## config.mk

```make
export PLATFORM = sky130hd
export DESIGN_NAME = irq_edge_cause
export DESIGN_NICKNAME = d
export VERILOG_FILES = /design/src/rtl/irq_edge_cause.sv
export SDC_FILE = /design/constraint.sdc
export NUM_CORES = 1
export LEC_CHECK = 0
export BUFFER_PORTS_ARGS = -buffer_cell sky130_fd_sc_hd__buf_4
export CAP_MARGIN = 5
export CORE_ASPECT_RATIO = 0.5
export CORE_UTILIZATION = 52
export DETAILED_ROUTE_END_ITERATION = 8
export GPL_ROUTABILITY_DRIVEN = 0
export PLACE_DENSITY_LB_ADDON = 0.08
export RECOVER_POWER = 100
export SLEW_MARGIN = 20
export SYNTH_ARGS = -nofsm -noshare
export SYNTH_HDL_FRONTEND = slang
export SYNTH_SLANG_ARGS = --single-unit
export TNS_END_PERCENT = 10
```

## constraint.sdc

```tcl
create_clock -name clk -period 1.3 [get_ports clk]
set_input_delay 0.195 -clock clk [delete_from_list [all_inputs] [get_ports clk]]
set_output_delay 0.195 -clock clk [all_outputs]
set_load 0.02 [all_outputs]
```

## src/rtl/irq_edge_cause.sv

```systemverilog
module irq_edge_cause #(
  parameter int W = 13
) (
  input  logic         clk,
  input  logic         rst_n,
  input  logic [W-1:0] live_status,
  input  logic         wr_en,
  input  logic         wr_sel,
  input  logic [W-1:0] wr_data,
  input  logic [1:0]   rd_sel,
  output logic [W-1:0] rd_data,
  output logic         irq_out
);
  localparam logic [1:0] RD_CAUSE = 2'd0;
  localparam logic [1:0] RD_MASK  = 2'd1;
  localparam logic [1:0] RD_LIVE  = 2'd2;

  logic [W-1:0] prev_q, cause_q, mask_q;

  wire [W-1:0] rise = live_status & ~prev_q;
  wire [W-1:0] clr  = (wr_en && !wr_sel) ? wr_data : '0;

  always_ff @(posedge clk) begin
    if (!rst_n) begin
      prev_q  <= '1;
      cause_q <= '0;
      mask_q  <= '0;
    end else begin
      prev_q  <= live_status;
      cause_q <= (cause_q & ~clr) | rise;
      if (wr_en && wr_sel) mask_q <= wr_data;
    end
  end

  assign irq_out = |(cause_q & mask_q);

  always_comb begin
    case (rd_sel)
      RD_CAUSE: rd_data = cause_q;
      RD_MASK:  rd_data = mask_q;
      RD_LIVE:  rd_data = live_status;
      default:  rd_data = '0;
    endcase
  end
endmodule

```

==> results by group <==
Die
  • Core Footprint: about 3100 um2
  • Row count: 14
  • Die Width: approximately 85 um
  • Die area: 3710 um2
  • Die H: ~44 um
  • Io pins: 46
  • Initial core utilization: 57.3%

Logic synthesis
  • Yosys warnings: 0
  • Post-synthesis sequential area ratio: a little over two fifths
  • Largest family of logic cells by synthesized area: compound AO/OA/AOI/OAI gates
  • Synth Register Bits: 39
  • Syn nets: roughly 220
  • Synthesized area: ~1800 um2
  • Post-synthesis mux area share: between 7 and 8%
  • Compound-gate portion of the synthesized area: between 20% and 30%
  • Yosys cell types: 22
  • Adder-Cell Fraction of Synth Area: 0%
  • Syn_area_per_cell: 9.36 um2
  • Post-Synth XOR/XNOR Area: 0%
  • Post-Syn Instances: between 150 and 200
  • Post-Synth Simple-Gate Area: between 20% and 30%

Drt
  • Remaining DRCs: 0
  • Vias per cell: 5.37
  • Via count: approximately 1500
  • Final wirelength: 3.91 mm
  • Final ANT Viol Nets: 0
  • Initial DRC Count: a little over 70
  • Drt pass-1 iters: 4
  • DR WL/cell: 14.1 um

STA
  • Worst Max-Slew Pin Slew: around 0.74 ns
  • Final setup margin: -0.288 ns
  • RSZ-0062 raised after global routing: true
  • Max Freq: roughly 0.63 GHz
  • Tmin final: about 1.6 ns
  • Final hold viol count: 0
  • Setup violators final: 1
  • Normalized max-slew margin: roughly 50%
  • Final max-slew violation count: 0
  • Max Clock Skew: ~0.0056 ns
  • Setup_tns: -0.288 ns
  • Final period util: 122%

Outcome
  • Status: complete, but fails checks
  • Failing checks: negative setup slack

Global route
  • First-pass GRT wire length: between 6 and 7 mm
  • Total congestion overflow: 0
  • Number of global-route vias before repair: roughly 1400
  • Largest net degree at the start of global routing: 40
  • All-Layer GR Usage: a little under a quarter
  • Antenna violations before repair: 0

Layout
  • Area delta synth->final: 21.3%
  • Ant. Diodes: 0
  • Nets: 270
  • Share of cells above drive strength 1: between 20% and 30%
  • Design Area, Final: between 2000 and 2500 um2

Clocking
  • CTS tree: done
  • Cts bufs inserted: 5
  • Clock-pin slew on the worst setup and hold paths: approximately 0.07 ns
  • Clock buffer depth: 2
  • CTS sink count: 39
  • Clock Root Buffer: clkbuf_8
  • Clock latency at the later pin of the worst-skew pair: 0.28 ns
  • Cts hold-fix bufs: 0
  • CTS H-tree lvls: 2

Place
  • Dpl hpwl: between 2 and 3 mm
  • IO buf count: 45
  • Placed inst area: 2160 um2

Worst setup path
  • Top Family by Delay on Critical Path: flip-flops
  • Largest stage delay, worst path: roughly 0.32 ns
  • Crit-path cells: a222oi_1 -> and3_1 -> nand4_1 -> buf_4
  • Critical Path Sink Type: primary output
  • Critical Path Start Type: flop
  • Critical Setup Path Class: flop to primary output
  • CP arrival: approximately 1.4 ns
  • CP Max Fanout: 2
  • CP max-delay cell: dfxtp_2
  • Req. time, crit path: 1.11 ns
  • WP buf/inv: 1

Min path
  • HP Class: primary input to flop

Power and ir drop
  • Cell Pwr Density: roughly 1100 nW/um2
  • Lkg Pwr: 0.000907 uW
  • Peak VDD IR: 0.775 mV

Job
  • Max_cap viols: 0
worst paths after layout:
check	startpoint	end	slack (ns)	cells after the start
max	mask_q[7]	irq_out	-0.29	4
min	live_status[3]	prev_q[3]	0.10	2
max reg2reg	cause_q[7]	cause_q[7]	0.55	2
min reg2reg	mask_q[4]	mask_q[4]	0.49	2
cells in the mapped netlist, drive strengths merged:
master	n	area, um2
a21boi	26	233
a222oi	1	10.0
nand2	40	150
nand2b	13	81.3
nor2b	15	109
and3	1	6.26
buf	8	71.3
dfxtp	39	781
and2	1	8.76
o21ai	13	65.1
mux2i	13	130
o21a	13	97.6
clkbuf	3	11.3
a22oi	5	37.5
nand4	1	6.26
flip-flops by register name (all words and copies together), names as in the netlist:
name / flops
mask_q: 13
cause_q: 13
prev_q: 13
power by group:
group | switching, uW | total (uW) | internal (uW)
clock | 395 | 811 | 416
combinational | 190 | 380 | 190
sequential | 34.7 | 1290 | 1260
total | 619 | 2480 | 1860
routing by layer:
layer / share of wire (%) / vias to the layer above / global-route usage, %
li1: - / 743 / -
met1: 49 / 702 / 31.0
met2: 43 / 43 / 35.3
met3: 7.4 / 5 / 7.43
met4: 0.64 / 0 / 6.10
met5: 0 / - / 0
what timing repair did:
action / CTS / global route
gates cloned: 0 / 0
resized for setup: 1 / 4
pin swaps: 2 / 0
setup endpoints to repair: 1 / 6
buffers inserted: 1 / 0
through the flow:
step / cells / hold WS, ns / worst slack, ns / total power [uW] / utilization [%]
after global placement: 270 / 0.394 / 0.0302 / 1720 / 68.8
after floorplan: 192 / 0.296 / 0.134 / 1550 / -
final: 278 / 0.103 / -0.288 / 2480 / 69.6
after detailed placement: 270 / 0.398 / -0.00948 / 1730 / 68.8
after global routing: 278 / 0.0928 / -0.411 / 2600 / 69.6
after CTS: 278 / 0.0973 / -0.314 / 2530 / 71.9
cell families after synthesis:
logic type / count (synthesis)
and+or+nand+nor: 71
AOI/OAI and AO/OA: 58
DFF: 39
muxes: 13
buffers and inverters: 11
cell type report:
class	instances	area, um2
well taps	40	50.0
clock inverters	1	5.00
clock buffers	6	82.6
fillers	277	955
flip-flops and latches	39	785
multi-input cells	142	892
repair buffers	50	367
cells in the final DEF (no fill, tap or decap):
cell type | synthesis | final
buf_12 | 0 | 2
nor2b_1 | 13 | 13
nand4_1 | 1 | 1
nand2b_1 | 13 | 13
and3_1 | 1 | 1
o21ai_1 | 10 | 12
o21a_1 | 13 | 13
clkbuf_2 | 0 | 10
buf_4 | 1 | 35
clkbuf_8 | 0 | 6
dfxtp_2 | 0 | 3
clkbuf_1 | 3 | 1
nor2b_4 | 2 | 1
dfxtp_1 | 39 | 36
and2_4 | 1 | 1
buf_2 | 3 | 2
a22oi_1 | 5 | 5
nand2_1 | 40 | 40
clkinv_2 | 0 | 1
a21boi_1 | 1 | 1
mux2i_1 | 13 | 13
a21boi_0 | 15 | 25
o21ai_0 | 3 | 1
nor2b_2 | 0 | 1
a222oi_1 | 1 | 1
No activity file was read; power rests on OpenSTA's default activity.
